**config.mk**
```make
export PLATFORM = sky130hd
export DESIGN_NAME = bus_clk_tree
export DESIGN_NICKNAME = d
export VERILOG_FILES = /design/src/rtl/bct_pkg.sv /design/src/rtl/bct_cfg_regs.sv /design/src/rtl/bct_div_stage.sv /design/src/rtl/bct_out_gate.sv /design/src/rtl/bus_clk_tree.sv
export SDC_FILE = /design/constraint.sdc
export NUM_CORES = 1
export LEC_CHECK = 0
export BUFFER_PORTS_ARGS = -buffer_cell sky130_fd_sc_hd__buf_2
export CAP_MARGIN = 5
export CORE_ASPECT_RATIO = 1.75
export CORE_MARGIN = 2
export CORE_UTILIZATION = 40
export CTS_CLUSTER_DIAMETER = 30
export DETAILED_ROUTE_END_ITERATION = 8
export GPL_TIMING_DRIVEN = 1
export PLACE_DENSITY = 0.59
export SYNTH_ARGS = -nofsm -noshare
export SYNTH_HDL_FRONTEND = slang
export SYNTH_SLANG_ARGS = --single-unit
export TNS_END_PERCENT = 5
```
**constraint.sdc**
```tcl
create_clock -name clk -period 5.4 [get_ports clk]
set_input_delay 0.54 -clock clk [delete_from_list [all_inputs] [get_ports clk]]
set_output_delay 0.54 -clock clk [all_outputs]
set_load 0.01 [all_outputs]
```
**src/rtl/bct_pkg.sv**
```systemverilog
package bct_pkg;

  typedef enum logic [1:0] {
    PM_RUN   = 2'd0,
    PM_SLEEP = 2'd1,
    PM_TIMER = 2'd2,
    PM_STOP  = 2'd3
  } pm_e;

  localparam int A_BASE  = 0;
  localparam int A_APB0  = 1;
  localparam int A_TRACE = 4;
  localparam int A_WDOG  = 5;
  localparam int A_GATE  = 6;

  // log2 of the power of two nearest to ratio; ties go to the smaller one
  function automatic int unsigned near_log2(input int unsigned ratio);
    int unsigned lg;
    int unsigned lo;
    lg = 0;
    for (int i = 0; i < 31; i++) begin
      if (ratio >= (32'd1 << i)) lg = i;
    end
    lo = 32'd1 << lg;
    if ((ratio - lo) > ((lo << 1) - ratio)) lg = lg + 1;
    return lg;
  endfunction

endpackage

```
**src/rtl/bct_cfg_regs.sv**
```systemverilog
module bct_cfg_regs
  import bct_pkg::*;
#(
  parameter int BASE_W = 4,
  parameter int APB_W  = 3,
  parameter int TRC_W  = 1,
  parameter int WDG_W  = 3,
  parameter int N_APB  = 3,
  parameter int ADDR_W = 3,
  localparam int DATA_W = BASE_W
) (
  input  logic                         clk,
  input  logic                         rst,
  input  logic                         soft_rst,
  input  logic                         wr_en,
  input  logic [ADDR_W-1:0]            wr_addr,
  input  logic [DATA_W-1:0]            wr_data,
  output logic [BASE_W-1:0]            base_code,
  output logic [N_APB-1:0][APB_W-1:0]  apb_code,
  output logic [TRC_W-1:0]             trc_code,
  output logic [WDG_W-1:0]             wdg_code,
  output logic [N_APB-1:0]             apb_on
);

  logic [N_APB-1:1] gate_q;

  // ratio codes: cleared by hard reset only
  always_ff @(posedge clk) begin
    if (rst) begin
      base_code <= '0;
      trc_code  <= '0;
      wdg_code  <= '0;
    end else if (wr_en) begin
      if (wr_addr == ADDR_W'(A_BASE))  base_code <= wr_data[BASE_W-1:0];
      if (wr_addr == ADDR_W'(A_TRACE)) trc_code  <= wr_data[TRC_W-1:0];
      if (wr_addr == ADDR_W'(A_WDOG))  wdg_code  <= wr_data[WDG_W-1:0];
    end
  end

  for (genvar g = 0; g < N_APB; g++) begin : g_apb
    logic [APB_W-1:0] code_q;
    always_ff @(posedge clk) begin
      if (rst) code_q <= '0;
      else if (wr_en && wr_addr == ADDR_W'(A_APB0 + g)) code_q <= wr_data[APB_W-1:0];
    end
    assign apb_code[g] = code_q;
  end

  // supply gates: re-enabled by either reset
  always_ff @(posedge clk) begin
    if (rst || soft_rst) gate_q <= '1;
    else if (wr_en && wr_addr == ADDR_W'(A_GATE)) gate_q <= wr_data[N_APB-2:0];
  end

  assign apb_on = {gate_q, 1'b1};

endmodule

```
**src/rtl/bct_div_stage.sv**
```systemverilog
module bct_div_stage
  import bct_pkg::*;
#(
  parameter int CODE_W = 3,
  localparam int CNT_W = CODE_W
) (
  input  logic              clk,
  input  logic              rst_hard,
  input  logic              rst_soft,
  input  logic [CODE_W-1:0] code,
  input  logic              in_tick,
  output logic              out_tick
);

  logic [CNT_W-1:0] cnt_q;
  logic [CNT_W-1:0] term_q;
  logic [CNT_W-1:0] term_new;
  logic             at_term;

  assign term_new = CNT_W'((32'd1 << near_log2(32'(code) + 32'd1)) - 32'd1);
  assign at_term  = (cnt_q == term_q);
  assign out_tick = in_tick && at_term;

  // the active terminal count is reloaded only when a period completes
  always_ff @(posedge clk) begin
    if (rst_hard) begin
      cnt_q  <= '0;
      term_q <= '0;
    end else if (rst_soft) begin
      cnt_q  <= '0;
      term_q <= term_new;
    end else if (in_tick) begin
      if (at_term) begin
        cnt_q  <= '0;
        term_q <= term_new;
      end else begin
        cnt_q <= cnt_q + 1'b1;
      end
    end
  end

endmodule

```
**src/rtl/bct_out_gate.sv**
```systemverilog
module bct_out_gate
  import bct_pkg::*;
#(
  parameter int N_APB = 3
) (
  input  logic             clk,
  input  logic             rst,
  input  logic [1:0]       pwr_mode,
  input  logic             base_tick,
  input  logic [N_APB-1:0] apb_tick,
  input  logic [N_APB-1:0] apb_on,
  input  logic             trc_tick,
  input  logic             wdg_tick,
  output logic             fclk_q,
  output logic             hclk_q,
  output logic [N_APB-1:0] apb_q,
  output logic             trc_q,
  output logic             wdg_q
);

  pm_e  mode;
  logic bus_ok;
  logic core_ok;

  assign mode    = pm_e'(pwr_mode);
  assign bus_ok  = (mode == PM_RUN) || (mode == PM_SLEEP);
  assign core_ok = (mode == PM_RUN);

  always_ff @(posedge clk) begin
    if (rst) begin
      fclk_q <= 1'b0;
      hclk_q <= 1'b0;
      apb_q  <= '0;
      trc_q  <= 1'b0;
      wdg_q  <= 1'b0;
    end else begin
      fclk_q <= base_tick && bus_ok;
      hclk_q <= base_tick && core_ok;
      apb_q  <= apb_tick & apb_on & {N_APB{bus_ok}};
      trc_q  <= trc_tick && bus_ok;
      wdg_q  <= wdg_tick && bus_ok;
    end
  end

endmodule

```
**src/rtl/bus_clk_tree.sv**
```systemverilog
module bus_clk_tree
  import bct_pkg::*;
#(
  parameter int BASE_W = 4,
  parameter int APB_W  = 3,
  parameter int TRC_W  = 1,
  parameter int WDG_W  = 3,
  parameter int N_APB  = 3,
  parameter int ADDR_W = 3
) (
  input  logic              clk,
  input  logic              rst,
  input  logic              soft_rst,
  input  logic [1:0]        pwr_mode,
  input  logic              wr_en,
  input  logic [ADDR_W-1:0] wr_addr,
  input  logic [BASE_W-1:0] wr_data,
  output logic              fclk_en,
  output logic              hclk_en,
  output logic [N_APB-1:0]  pclk_en,
  output logic              trace_en,
  output logic              wdog_en
);

  logic [BASE_W-1:0]           base_code;
  logic [N_APB-1:0][APB_W-1:0] apb_code;
  logic [TRC_W-1:0]            trc_code;
  logic [WDG_W-1:0]            wdg_code;
  logic [N_APB-1:0]            apb_on;
  logic                        base_tick;
  logic [N_APB-1:0]            apb_tick;
  logic                        trc_tick;
  logic                        wdg_tick;
  logic                        rst_any;

  assign rst_any = rst || soft_rst;

  bct_cfg_regs #(
    .BASE_W(BASE_W), .APB_W(APB_W), .TRC_W(TRC_W), .WDG_W(WDG_W),
    .N_APB(N_APB), .ADDR_W(ADDR_W)
  ) u_cfg (
    .clk(clk), .rst(rst), .soft_rst(soft_rst),
    .wr_en(wr_en), .wr_addr(wr_addr), .wr_data(wr_data),
    .base_code(base_code), .apb_code(apb_code), .trc_code(trc_code),
    .wdg_code(wdg_code), .apb_on(apb_on)
  );

  bct_div_stage #(.CODE_W(BASE_W)) u_base (
    .clk(clk), .rst_hard(rst), .rst_soft(soft_rst), .code(base_code),
    .in_tick(1'b1), .out_tick(base_tick)
  );

  for (genvar g = 0; g < N_APB; g++) begin : g_apb
    bct_div_stage #(.CODE_W(APB_W)) u_apb (
      .clk(clk), .rst_hard(rst), .rst_soft(soft_rst), .code(apb_code[g]),
      .in_tick(base_tick), .out_tick(apb_tick[g])
    );
  end

  bct_div_stage #(.CODE_W(TRC_W)) u_trc (
    .clk(clk), .rst_hard(rst), .rst_soft(soft_rst), .code(trc_code),
    .in_tick(base_tick), .out_tick(trc_tick)
  );

  bct_div_stage #(.CODE_W(WDG_W)) u_wdg (
    .clk(clk), .rst_hard(rst), .rst_soft(soft_rst), .code(wdg_code),
    .in_tick(apb_tick[0]), .out_tick(wdg_tick)
  );

  bct_out_gate #(.N_APB(N_APB)) u_gate (
    .clk(clk), .rst(rst_any), .pwr_mode(pwr_mode),
    .base_tick(base_tick), .apb_tick(apb_tick), .apb_on(apb_on),
    .trc_tick(trc_tick), .wdg_tick(wdg_tick),
    .fclk_q(fclk_en), .hclk_q(hclk_en), .apb_q(pclk_en),
    .trc_q(trace_en), .wdg_q(wdog_en)
  );

endmodule

```
### After elaboration in Yosys (flattened, before gate mapping)

Cells that the tools add are included.

| operators by class | value |
|---|---|
| add/subtract/negate cells | 36 |
| magnitude comparators | 186 |
| eq/ne operators | 13 |
| shifts and indexed selects | 12 |
| multiplexer cells | 208 |
| bitwise operators | 2 |
| reduce and logical (&&, ||, !) cells | 34 |

Operators with widths:

| kind | number |
|---|---|
| $mux W32 | 180 |
| $sub A32 B32 Y32 | 12 |
| $add A32 B1 Y32 const B | 6 |
| $ge A32 B10 Y1 const B | 6 |
| $ge A32 B11 Y1 const B | 6 |
| $ge A32 B12 Y1 const B | 6 |
| $ge A32 B13 Y1 const B | 6 |
| $ge A32 B14 Y1 const B | 6 |
| $ge A32 B15 Y1 const B | 6 |
| $ge A32 B16 Y1 const B | 6 |
| $ge A32 B17 Y1 const B | 6 |
| $ge A32 B18 Y1 const B | 6 |
| $ge A32 B19 Y1 const B | 6 |
| $ge A32 B2 Y1 const B | 6 |
| $ge A32 B20 Y1 const B | 6 |
| $ge A32 B21 Y1 const B | 6 |
| $ge A32 B22 Y1 const B | 6 |
| $ge A32 B23 Y1 const B | 6 |
| $ge A32 B24 Y1 const B | 6 |
| $ge A32 B25 Y1 const B | 6 |
| $ge A32 B26 Y1 const B | 6 |
| $ge A32 B27 Y1 const B | 6 |
| $ge A32 B28 Y1 const B | 6 |
| $ge A32 B29 Y1 const B | 6 |
| other kinds (42) | 167 |

| word-level totals | value |
|---|---|
| register bits after elaboration | 60 |
| input port bits | 13 |
| output and inout bits | 7 |
| word-level logic and storage cells | 515 |

### Logic depth before layout (Yosys ltp)

Gate-level depths: netlist (run 1).

| logic depth | value |
|---|---|
| depth in word-level cells | 41 |
| mapped depth | 28 |
| depth with buffers taken out | 28 |

### Hierarchy

Synthesis (run 1) repeated with hierarchy kept, for this count alone.

| unflattened totals | value |
|---|---|
| cells, all modules | 749 |
| area total of the unflattened synthesis | 6401.1 um^2 |

By module, submodules not included:

| module | instances | cells an instance | area an instance (um^2) | seq. area each (um^2) |
|---|---|---|---|---|
| bct_div_stage (g_apb[0].u_apb ...) | 3 | 111 | 942.2 | 120.1 |
| bct_div_stage (u_base) | 1 | 199 | 1525.2 | 160.2 |
| bct_div_stage (u_wdg) | 1 | 114 | 895.9 | 120.1 |
| bct_cfg_regs | 1 | 76 | 823.3 | 380.4 |
| bct_out_gate | 1 | 14 | 215.2 | 140.1 |
| bct_div_stage (u_trc) | 1 | 11 | 105.1 | 40.0 |
| bus_clk_tree | 1 | 2 | 10.0 | 0.0 |

### Worst setup path before layout (run 1)

OpenSTA, ideal clock, no wires.

| timing | value |
|---|---|
| kind | reg-to-reg |
| start | reg u_cfg.base_code[0] |
| end | reg u_base.term_q[2] |
| library setup time | 79 ps |
| arrival time | 5004 ps |
| data required time | 5321 ps |
| path slack | 317 ps |
| stages on the path, launching flop included | 29 |
| buffers on the path | 1 |
| period minus slack after synthesis | 5083 ps |
| cells stage by stage | dfxtp_1 -> buf_2 -> and2_1 -> o21ai_0 -> a21oi_1 -> nand2_1 -> inv_1 -> ha_1 -> and2_1 -> ha_1 -> a21o_1 -> a21oi_1 -> nand2b_1 -> a21oi_1 -> or3_1 -> inv_1 -> ha_1 -> inv_1 -> ha_1 -> nand3_1 -> a21oi_1 -> or4_1 -> o31a_1 -> mux2i_1 -> nand3_1 -> ha_1 -> nor3b_1 -> o2111ai_1 -> o211ai_1 |

| on the way | value |
|---|---|
| word-level cells in the longest chain between the ends | 40 |
| elaborated cells between the ends (all ways) | 71 |
| those cells by class | add/sub (5); order compare (31); shift (2); mux (33) |

RTL lines:

| element | line | text |
|---|---|---|
| from (decl) | bct_cfg_regs.sv:18 | `output logic [BASE_W-1:0] base_code,` |
| from (signal assigned) | bct_cfg_regs.sv:34 | `if (wr_addr == ADDR_W'(A_BASE)) base_code <= wr_data[BASE_W-1:0];` |
| $add A4 B1 Y5 * | bct_div_stage.sv:20 | `assign term_new = CNT_W'((32'd1 << near_log2(32'(code) + 32'd1)) - 32'd1);` |
| $ge A32 B2 Y1 | bct_pkg.sv:22 | `if (ratio >= (32'd1 << i)) lg = i;` |
| $mux W1 | bct_pkg.sv:22 |  |
| $mux W32 (29 in a row) | bct_pkg.sv:22 |  |
| $shl A1 B32 Y32 | bct_pkg.sv:24 | `lo = 32'd1 << lg;` |
| $sub A32 B32 Y32 | bct_pkg.sv:25 | `if ((ratio - lo) > ((lo << 1) - ratio)) lg = lg + 1;` |
| $gt A32 B32 Y1 | bct_pkg.sv:25 |  |
| $mux W32 * | bct_pkg.sv:25 |  |
| $shl A1 B32 Y4 * | bct_div_stage.sv:20 |  |
| $sub A4 B1 Y4 * | bct_div_stage.sv:20 |  |
| $mux W4 | bct_div_stage.sv:33 | `if (at_term) begin` |
| $mux W4 * | bct_div_stage.sv:29 | `end else if (rst_soft) begin` |
| to (signal assigned) | bct_div_stage.sv:31 | `term_q <= term_new;` |
| to (signal assigned) | bct_div_stage.sv:35 | `term_q <= term_new;` |
| to (decl) | bct_div_stage.sv:16 | `logic [CNT_W-1:0] term_q;` |

Every way passes the cells marked *; elsewhere a longest branch is shown, timed or not. The select of a mux whose other input is x is not followed.
A chain may end at the register's enable or synchronous reset.

### Worst setup path after layout (run 1)

Ends and elaborated chain as after synthesis.

==> impl_metrics.py, run 1 <==
metrics = {
    "status": {
        "status": "completed",
    },
    "yosys": {
        "syn_area_mm2": 0.00583,
        "synth_edf_count": 0,
        "yosys.area.top_type_share_pct": 21.5,
        "synth_top_area_cell": "ha_1",
        "ys_seq_elements": 60,
        "synth_cell_types": 71,
        "yosys-top-cells-count": "100 x ha_1, 66 x nor2_1, 64 x nand2_1, 62 x inv_1, 60 x dfxtp_1",
        "synthArstFlopShare_pct": 0,
        "synth_flop_cell": "dfxtp_1",
        "synthCells": 714,
        "syn_area_per_cell_um2": 8.16,
        "yosysSeqAreaShare_pct": 20.6,
        "synth_area_leaders": "ha_1 21%, dfxtp_1 21%, mux2i_1 5.2%, nor2_1 4.3%, nand2_1 4.1%",
        "synth_warnings": 0,
        "post-synth-top-count-cell": "ha_1",
    },
    "global_routing": {
        "grt_use_met1_pct": 18.1,
        "met2_usage_pct": 36.6,
        "grt_pass1_vias": 5025,
        "grt_use_met3_pct": 1.43,
        "grt_max_degree": 42,
        "antenna_found_initial": 0,
        "track_usage_pct": 18.0,
        "grt_busiest_layer": "met2",
        "grt_remaining_overflow": 0,
        "grt_pass1_wl_um": 22500,
    },
    "hold_path": {
        "holdPathStages": 2,
        "hold_end": "u_gate.hclk_q",
        "min-delay-start": "pwr_mode[0]",
        "min_path_type": "primary input to flop",
    },
    "power_and_ir_drop": {
        "p_per_area_mw_per_mm2": 297,
        "power_leakage_nw": 3.03,
        "power_frac_seq_pct": 28.4,
        "power.switching_mw": 0.767,
        "p_total_mw": 1.94,
        "vdd_drop_max_mv": 0.133,
        "p_comb_share_pct": 45.1,
        "switching_share_pct": 39.6,
        "pwr-share-clk_pct": 26.4,
        "p_int_mw": 1.17,
    },
    "worst_setup_path": {
        "arrival_ns": 5.35,
        "max_stage_delay_ns": 0.53,
        "critPathSlowestCell": "or4_1",
        "critPathKind": "flop to flop",
        "cp.required_ns": 5.65,
        "setup.worst_path.end_class": "flop",
        "timing.rr.end": "u_base.term_q[2]",
        "crit_fanout": 8,
        "reg2regPathDepth": 28,
        "r2r_slack_ns": 0.29,
        "cp_common_cell": "ha_1",
        "crit_path_start_kind": "flop",
        "reg2reg_from": "u_cfg.base_code[0]",
    },
    "cts": {
        "root_buffer": "clkbuf_16",
        "clkTransAtPathRegs_ns": 0.05,
        "clock_latency_ns": 0.32,
        "cts_buffer_depth": 2,
        "holdBufCountCts": 0,
        "h-tree-depth": 3,
        "cts_tree": "built",
        "cts_buffers": 9,
        "cts_sinks": 60,
    },
    "placement": {
        "dpl.hpwl_um": 11000,
        "portBuffers": 19,
        "gp_congestion": 0.878,
    },
    "routing": {
        "route.antenna.remaining_nets": 0,
        "drc": 0,
        "routed_wirelength_um": 13900,
        "wl_per_cell_um": 14.9,
        "drt-pass1-iter-count": 4,
        "drt_iter0_drc": 166,
        "num_vias": 5081,
        "via_per_inst": 5.48,
    },
    "timing": {
        "skew_ns": 0.00581,
        "max_slew.worst_pin.slew_ns": 0.945,
        "fin_crit_sh_pct": 94.6,
        "min_period_ns": 5.11,
        "hold_slack_ns": 0.383,
        "max_slew_margin_pct": 36.8,
        "slew_viol_final": 0,
        "fmax_mhz": 196,
        "finalSetupViolCount": 0,
        "finalHoldViolations": 0,
    },
    "die": {
        "die-area_mm2": 0.0156,
        "core_mm2": 0.0143,
        "num_rows": 58,
        "io_pins": 20,
        "die_w_um": 95.2,
        "start_util_pct": 40.8,
        "die_y_um": 164,
    },
    "cells_and_area": {
        "drive_gt1_share_pct": 10.4,
        "nets": 860,
        "diodes": 0,
        "syn2layout_area_growth_pct": 11.8,
    },
    "run": {
        "drv_cap": 0,
    },
}
## repair_timing
action,in CTS,in global routing
buffers inserted,0,3
endpoints found under the setup margin,0,3
gates resized for setup,0,24
## registers in the layout (all words and copies together), names as in the netlist, 2 cells and up
register / cells
u_cfg.g_apb.code_q: 9
u_gate.apb_q: 3
u_wdg.cnt_q: 3
u_cfg.base_code: 4
g_apb.u_apb.term_q: 9
g_apb.u_apb.cnt_q: 9
u_cfg.gate_q: 2
u_base.term_q: 4
u_cfg.wdg_code: 3
u_base.cnt_q: 4
u_wdg.term_q: 3
## power by group through the flow
| stage | Combinational, mW | Sequential, mW | Clock (mW) |
|---|---|---|---|
| detailed placement | 0.853 | 0.560 | 0 |
| floorplan | 0.667 | 0.549 | 0 |
| global placement | 0.826 | 0.558 | 0 |
| finish | 0.874 | 0.551 | 0.512 |
| global route | 0.992 | 0.558 | 0.537 |
| CTS | 0.861 | 0.551 | 0.518 |
## cells by family after synthesis
logic type               Yosys count  share of synthesized area (%)
AND/OR/NAND/NOR                  242                           20.4
AO/OA/AOI/OAI                    147                           17.8
buffers and inverters             83                           5.69
other                              1                         0.0644
multiplexers                      32                           5.54
flip-flops                        60                           20.6
adder cells (fa/ha/maj)          105                           23.2
XOR/XNOR                          44                           6.61
## metal layers
layer | share of wire, % | routed length [µm]
met5 | 0 | 0
met4 | 2.2 | 302
met3 | 1.5 | 204
met2 | 57 | 7950
met1 | 39 | 5400
## worst max-delay path by stage
stage / from / end / slack [ns] / cells after the start
floorplan: u_cfg.base_code[0] / u_base.term_q[2] / 0.32 / 28
global placement: u_cfg.base_code[1] / u_base.term_q[2] / 0.22 / 27
detailed placement: u_cfg.base_code[0] / u_base.term_q[2] / 0.08 / 28
CTS: u_cfg.base_code[0] / u_base.term_q[2] / 0.05 / 28
global route: u_cfg.base_code[0] / u_base.term_q[2] / -0.007 / 28
finish: u_cfg.base_code[0] / u_base.term_q[2] / 0.29 / 28
## layout make-up
class                      instances  area [µm²]
fill                            1396        7780
multi-input combinational        579        4410
inverter                          63         236
timing repair buffer              29         170
tap                              180         225
clock inverter                     5        37.5
clock buffer                      11         233
sequential                        60        1210
## metrics by stage
stage / setup slack [ns] / instances / util (%) / instance area [µm²] / TNS [ns]
floorplan: 0.317 / 722 / - / 5860 / 0
global placement: 0.223 / 908 / 42.9 / 6130 / 0
detailed placement: 0.0849 / 908 / 42.9 / 6130 / 0
CTS: 0.0459 / 924 / 44.8 / 6400 / 0
global route: -0.00694 / 927 / 45.6 / 6520 / -0.00694
finish: 0.291 / 927 / 45.6 / 6520 / 0
## worst max-delay path: cells and delay by family, from the launching register on
kind | cells | cell delay (ns)
buf+inv | 4 | 0.32
mux | 1 | 0.17
compound gates | 9 | 1.32
fa+ha+maj | 5 | 1.14
simple gates | 9 | 1.75
flops | 1 | 0.33
## placed cells by master (no fill, tap or decap), drive strengths merged, types with 4 or more instances in the layout
cell	netlist	final
nor3b	4	4
nand3b	7	7
and2	9	9
nand2b	11	11
xnor2	22	22
nand4	7	7
xor2	22	22
dfxtp	60	60
ha	100	100
a311oi	5	5
conb	1	9
mux2i	30	30
o21ai	16	16
or3	6	6
a2111oi	4	4
a211oi	18	18
a22oi	6	6
nand2	64	64
o21a	5	5
clkbuf	9	11
a31oi	10	10
fa	5	5
a21o	12	12
nor2b	4	4
buf	11	29
nor2	67	67
a22o	4	4
nor3	25	25
a21oi	39	39
nand3	14	14
o211ai	6	6
and3	6	6
inv	63	64
(Power assumes the default switching activity.)
==> run 2: changes to the inputs <==
--- a/config.mk
+++ b/config.mk
@@ -5,6 +5,7 @@
 export SDC_FILE = /design/constraint.sdc
 export NUM_CORES = 1
 export LEC_CHECK = 0
+export ABC_AREA = 1
 export BUFFER_PORTS_ARGS = -buffer_cell sky130_fd_sc_hd__buf_2
 export CAP_MARGIN = 5
 export CORE_ASPECT_RATIO = 1.75
==> run 2 against run 1 <==
Net effect:
- global-route usage barely moved
- clock skew fell by 0.0022 ns
- critical path depth up 6
- register-to-register slack improved by 0.17 ns
- largest power group unchanged
- critical path type unchanged
- die area about the same
- clock-buffer cell count is the same
==> impl_metrics.py, run 2 <==
metrics = {
    "routing": {
        "wl_per_cell_um": 12.6,
        "routed_wirelength_um": 13200,
        "drt-pass1-iter-count": 4,
        "via_per_inst": 4.91,
        "drt_iter0_drc": 107,
        "drc": 0,
        "route.antenna.remaining_nets": 0,
        "num_vias": 5184,
    },
    "yosys": {
        "yosys-top-cells-count": "159 x nand2_1, 140 x inv_1, 100 x ha_1, 91 x nor2_1, 60 x dfxtp_1",
        "synth_edf_count": 0,
        "synth_warnings": 0,
        "syn_area_per_cell_um2": 7.00,
        "yosysSeqAreaShare_pct": 20.6,
        "synth_top_area_cell": "ha_1",
        "post-synth-top-count-cell": "nand2_1",
        "synth_area_leaders": "ha_1 21%, dfxtp_1 21%, nand2_1 10%, inv_1 9.0%, nor2_1 5.9%",
        "synthArstFlopShare_pct": 0,
        "synth_flop_cell": "dfxtp_1",
        "synth_cell_types": 46,
        "syn_area_mm2": 0.00582,
        "synthCells": 832,
        "ys_seq_elements": 60,
        "yosys.area.top_type_share_pct": 21.5,
    },
    "power_and_ir_drop": {
        "power_frac_seq_pct": 26.0,
        "switching_share_pct": 41.3,
        "p_per_area_mw_per_mm2": 344,
        "power.switching_mw": 0.925,
        "pwr-share-clk_pct": 25.6,
        "power_leakage_nw": 3.44,
        "p_comb_share_pct": 48.4,
        "p_total_mw": 2.24,
        "vdd_drop_max_mv": 0.147,
        "p_int_mw": 1.31,
    },
    "cells_and_area": {
        "final_cell_mix": "158 x nand2_1, 140 x inv_1, 99 x ha_1, 90 x nor2_1, 58 x dfxtp_1",
        "drive_gt1_share_pct": 9.94,
        "nets": 988,
        "n_fill_cell": 1539,
        "final_common_cell": "nand2_1",
        "syn2layout_area_growth_pct": 11.6,
        "regArea_mm2": 0.00120,
        "top_regs": "g_apb.u_apb.cnt_q (9), g_apb.u_apb.term_q (9), u_cfg.g_apb.code_q (9)",
        "diodes": 0,
        "multiInputGateArea_mm2": 0.00409,
    },
    "timing": {
        "min_period_ns": 4.94,
        "finalSetupViolCount": 0,
        "skew_ns": 0.00366,
        "max_slew_margin_pct": 50.7,
        "timing.setup.tns_ns": 0,
        "fin_crit_sh_pct": 91.5,
        "rsz0062_at_grt": "false",
        "finalHoldViolations": 0,
        "fmax_mhz": 202,
        "max_slew.worst_pin.slew_ns": 0.737,
        "slew_viol_final": 0,
    },
    "die": {
        "io_pins": 20,
        "core_mm2": 0.0143,
        "num_rows": 58,
        "die_y_um": 164,
        "die-area_mm2": 0.0156,
        "die_w_um": 95.2,
        "start_util_pct": 40.7,
    },
    "global_routing": {
        "grt_max_degree": 25,
        "antenna_found_initial": 0,
        "grt_remaining_overflow": 0,
        "grt_pass1_wl_um": 22200,
        "track_usage_pct": 18.0,
        "grt_pass1_vias": 5130,
    },
    "worst_setup_path": {
        "arrival_ns": 5.22,
        "critPathKind": "flop to flop",
        "crit_path_start_kind": "flop",
        "crit_fanout": 5,
        "setup.worst_path.end_class": "flop",
        "cp.required_ns": 5.68,
        "critPathSlowestCell": "dfxtp_1",
        "max_stage_delay_ns": 0.36,
    },
    "placement": {
        "portBuffers": 19,
        "gp_congestion": 0.842,
        "dpl.hpwl_um": 11100,
    },
    "cts": {
        "cts_buffer_depth": 2,
        "clkTransAtPathRegs_ns": 0.05,
        "cts_buffers": 9,
        "clock_latency_ns": 0.33,
        "cts_tree": "built",
        "root_buffer": "clkbuf_16",
        "cts_sinks": 60,
        "h-tree-depth": 3,
    },
    "hold_path": {
        "min_path_type": "primary input to flop",
    },
    "run": {
        "drv_cap": 0,
    },
    "status": {
        "status": "completed",
    },
}
==> run 2: changes by cell type in the layout (fill, tap and decap cells not counted), moves of 9 or more <==
| cell | delta |
|---|---|
| nor3_1 | -16 |
| nor2_1 | +24 |
| inv_1 | +78 |
| nand2_2 | +12 |
| a221oi_1 | +9 |
| mux2i_1 | -30 |
| nand2b_1 | -10 |
| o21ai_0 | +26 |
| nand3_1 | +34 |
| a21o_1 | -10 |
| a211oi_1 | -14 |
| nand2_1 | +95 |
==> run 2: worst paths after layout <==
| kind | startpoint | end | slack [ns] | depth (start not counted) |
|---|---|---|---|---|
| max | u_cfg.base_code[0] | u_base.term_q[2] | 0.46 | 34 |
| min | pwr_mode[0] | u_gate.hclk_q | 0.36 | 2 |
| max reg2reg | u_cfg.base_code[0] | u_base.term_q[2] | 0.46 | 34 |
| min reg2reg | u_cfg.gate_q[1] | u_gate.apb_q[1] | 0.46 | 2 |
==> run 2: critical path: cells and delay by family (launching register included) <==
kind	cells	cell delay (ns)
AOI/OAI and AO/OA	4	0.57
and+or+nand+nor	16	1.85
DFF	1	0.36
buffers and inverters	7	0.49
xor gates and xnor gates	1	0.19
adders and majority gates	6	1.42
==> run 2: layer usage <==
layer | routed length [µm] | part of all wire [%] | global-route usage (%)
met5 | 0 | 0 | 0
met4 | 334 | 2.5 | 7.77
met3 | 255 | 1.9 | 2.63
met2 | 7650 | 58 | 36.8
met1 | 5000 | 38 | 16.8
==> run 2: through the flow <==
step	std cells	worst slack [ns]	util [%]	cell area (µm²)	hold slack, ns
6_report	1055	0.459	45.4	6500	0.359
2_1_floorplan	840	0.817	-	5850	0.420
3_5_place_dp	1037	0.326	43.2	6170	0.453
5_1_grt	1055	0.0147	45.4	6500	0.347
4_1_cts	1053	0.300	45.3	6470	0.346
3_3_place_gp	1037	0.440	43.2	6170	0.451
==> run 2: cell type report <==
type | instances | area share (%)
Clock buffer | 11 | 3.89
Timing Repair Buffer | 24 | 2.04
Inverter | 145 | 8.38
Sequential cell | 60 | 18.5
Multi-Input combinational cell | 630 | 62.9
Tap cell | 180 | 3.47
Clock inverter | 5 | 0.770
==> run 2: cells by family (layout without fill, tap and decap cells) <==
kind of cell             after synthesis  after routing  share of synthesized area [%]
other                                  1              9                         0.0644
AO/OA/AOI/OAI                        117            117                           11.9
XOR/XNOR                              44             44                           6.87
flip-flops                            60             60                           20.6
buffers and inverters                150            185                           9.82
AND/OR/NAND/NOR                      354            354                           27.4
adder cells (fa/ha/maj)              105            105                           23.2
multiplexers                           1              1                          0.193
==> run 2: power groups by stage <==
| stage | combinational, mW | clock, mW | sequential (mW) |
|---|---|---|---|
| finish | 1.08 | 0.572 | 0.582 |
| CTS | 1.10 | 0.584 | 0.584 |
| floorplan | 0.848 | 0 | 0.579 |
| global placement | 1.09 | 0 | 0.591 |
| detailed placement | 1.09 | 0 | 0.592 |
| global route | 1.28 | 0.606 | 0.594 |
==> run 2: repair_timing <==
action / in CTS / in global routing
setup buffers: 0 / 2
endpoints found under the setup margin: 0 / 2
hold buffers: 0 / 0
resized for setup: 0 / 5
hold endpoints to repair: 0 / 0
==> run 3: changes to the inputs <==
--- a/config.mk
+++ b/config.mk
@@ -14,7 +14,7 @@
 export CTS_CLUSTER_DIAMETER = 30
 export DETAILED_ROUTE_END_ITERATION = 8
 export GPL_TIMING_DRIVEN = 1
-export PLACE_DENSITY = 0.59
+export PLACE_DENSITY_LB_ADDON = 0.25
 export SYNTH_ARGS = -nofsm -noshare
 export SYNTH_HDL_FRONTEND = slang
 export SYNTH_SLANG_ARGS = --single-unit
==> run 3 against run 2 <==
Net effect:
- sequential power about the same
- highest routed layer unchanged
- flip-flop and latch count unchanged
- clock power is 6.3% lower
- register-to-register slack improved by 0.04 ns
- die area unchanged
- power fell by 1.1%
- global-route usage shrank 0.57 points
- via count fell by 0.44%
==> impl_metrics.py, run 3 (same netlist as run 2, synthesis figures left out) <==
metrics = {
    "placement": {
        "portBuffers": 19,
        "dpl.hpwl_um": 11000,
        "place_inst": 1036,
        "dp_slack_ns": 0.291,
        "gp_congestion": 0.870,
    },
    "cells_and_area": {
        "multiInputGateArea_mm2": 0.00410,
        "diodes": 0,
        "regArea_mm2": 0.00120,
        "n_fill_cell": 1468,
        "syn2layout_area_growth_pct": 11.4,
        "drive_gt1_share_pct": 10.1,
        "top_regs": "g_apb.u_apb.cnt_q (9), g_apb.u_apb.term_q (9), u_cfg.g_apb.code_q (9)",
        "final_cell_mix": "156 x nand2_1, 139 x inv_1, 99 x ha_1, 88 x nor2_1, 60 x dfxtp_1",
        "stdcell_count": 1055,
        "final_common_cell": "nand2_1",
        "nets": 988,
    },
    "cts": {
        "clkTransAtPathRegs_ns": 0.05,
        "cts_sinks": 60,
        "clock_latency_ns": 0.33,
        "h-tree-depth": 3,
        "root_buffer": "clkbuf_16",
        "cts_buffer_depth": 2,
        "cts_tree": "built",
        "cts_buffers": 9,
        "holdBufCountCts": 0,
    },
    "global_routing": {
        "grt_pass1_wl_um": 21600,
        "grt_pass1_vias": 5087,
        "grt_max_degree": 25,
        "grt_remaining_overflow": 0,
        "antenna_found_initial": 0,
        "track_usage_pct": 17.5,
    },
    "die": {
        "die_y_um": 164,
        "die_w_um": 95.2,
        "core_mm2": 0.0143,
        "io_pins": 20,
        "die-area_mm2": 0.0156,
        "num_rows": 58,
        "start_util_pct": 40.7,
    },
    "worst_setup_path": {
        "max_stage_delay_ns": 0.34,
        "crit_path_start_kind": "flop",
        "path_buf_inv": 9,
        "arrival_ns": 5.13,
        "path_delay_family": "simple AND/OR/NAND/NOR gates",
        "worstSetupPathDepth": 36,
        "critPathKind": "flop to flop",
        "crit_fanout": 7,
        "reg2regPathDepth": 36,
        "critPathSlowestCell": "dfxtp_1",
        "cp_common_cell": "inv_1",
        "cp.required_ns": 5.62,
        "setup.worst_path.end_class": "flop",
        "r2r_slack_ns": 0.50,
    },
    "timing": {
        "skew_ns": 0.00528,
        "max_slew.worst_pin.slew_ns": 0.738,
        "worst_slack_ns": 0.499,
        "min_period_ns": 4.90,
        "timing.setup.tns_ns": 0,
        "fmax_mhz": 204,
        "slew_viol_final": 0,
        "max_slew_margin_pct": 50.6,
        "finalHoldViolations": 0,
        "fin_crit_sh_pct": 90.8,
        "finalSetupViolCount": 0,
    },
    "power_and_ir_drop": {
        "vdd_drop_max_mv": 0.143,
        "power_frac_seq_pct": 26.4,
        "p_per_area_mw_per_mm2": 341,
        "power.switching_mw": 0.927,
        "p_comb_share_pct": 49.4,
        "power_leakage_nw": 3.42,
        "switching_share_pct": 41.9,
        "pwr-share-clk_pct": 24.2,
        "p_int_mw": 1.29,
    },
    "routing": {
        "via_per_inst": 4.89,
        "num_vias": 5161,
        "drt-pass1-iter-count": 5,
        "routed_wirelength_um": 13000,
        "drc": 0,
        "route.antenna.remaining_nets": 0,
        "wl_per_cell_um": 12.3,
        "drt_iter0_drc": 94,
    },
    "hold_path": {
        "holdPathStages": 2,
        "min_path_type": "primary input to flop",
    },
    "status": {
        "status": "completed",
    },
    "run": {
        "drv_cap": 0,
    },
}
[run 3: changes by cell type in the layout (fill, tap and decap cells not counted), moves of 2 or more]
| cell | previous run | this run |
|---|---|---|
| clkbuf_1 | 0 | 3 |
| clkinv_2 | 4 | 1 |
| dfxtp_1 | 58 | 60 |
| dfxtp_2 | 2 | 0 |
| nand2_1 | 158 | 156 |
| nand2_2 | 13 | 15 |
| nor2_1 | 90 | 88 |
| nor2_2 | 3 | 5 |
[run 3: layout make-up]
cell class	count	share of cell area, %
well taps	180	3.47
clock buffers	15	4.28
inverters	145	8.39
multi-input cells	630	63.2
clock inverters	1	0.0771
repair buffers	24	2.04
flip-flops and latches	60	18.5
[run 3: power by group through the flow]
stage	clock (mW)	combinational, mW	sequential [mW]
6_report	0.536	1.09	0.585
5_1_grt	0.560	1.26	0.595
4_1_cts	0.541	1.10	0.586
3_5_place_dp	0	1.10	0.594
3_3_place_gp	0	1.09	0.593
2_1_floorplan	0	0.848	0.579
[run 3: routing by layer]
layer  routed length [µm]  share of wire (%)  vias to the layer above  track usage, %
met5                    0                  0                        -               0
met4                  282                2.2                        0            5.86
met3                  277                2.1                       18            2.26
met2                 7610                 59                       42            37.6
met1                 4820                 37                     2337            15.4
li1                     -                  -                     2764               -
[run 3: stage by stage]
stage	hold slack (ns)	cell area, µm²	utilization [%]	power [mW]
final	0.369	6490	45.4	2.21
after global routing	0.365	6490	45.4	2.42
after CTS	0.362	6440	45.1	2.23
after detailed placement	0.450	6160	43.1	1.69
after global placement	0.446	6160	43.1	1.68
after floorplan	0.420	5850	-	1.43
[run 3: final timing paths]
check	end	startpoint
max reg2reg	u_base.term_q[2]	u_cfg.base_code[0]
max	u_base.term_q[2]	u_cfg.base_code[0]
min	u_gate.hclk_q	pwr_mode[0]
min reg2reg	u_gate.apb_q[1]	u_cfg.gate_q[1]
[run 3: worst register-to-register path: cells and delay by family, from the launching register on]
| family | cells | cell delay (ns) |
|---|---|---|
| simple gates | 19 | 2.21 |
| fa+ha+maj | 5 | 1.27 |
| buf+inv | 9 | 0.60 |
| compound gates | 3 | 0.37 |
| flops | 1 | 0.34 |
[run 3: what timing repair did]
| action | 4_1_cts | 5_1_grt |
|---|---|---|
| buffers inserted | 0 | 3 |
| setup endpoints to repair | 0 | 2 |
| gates resized for setup | 0 | 9 |
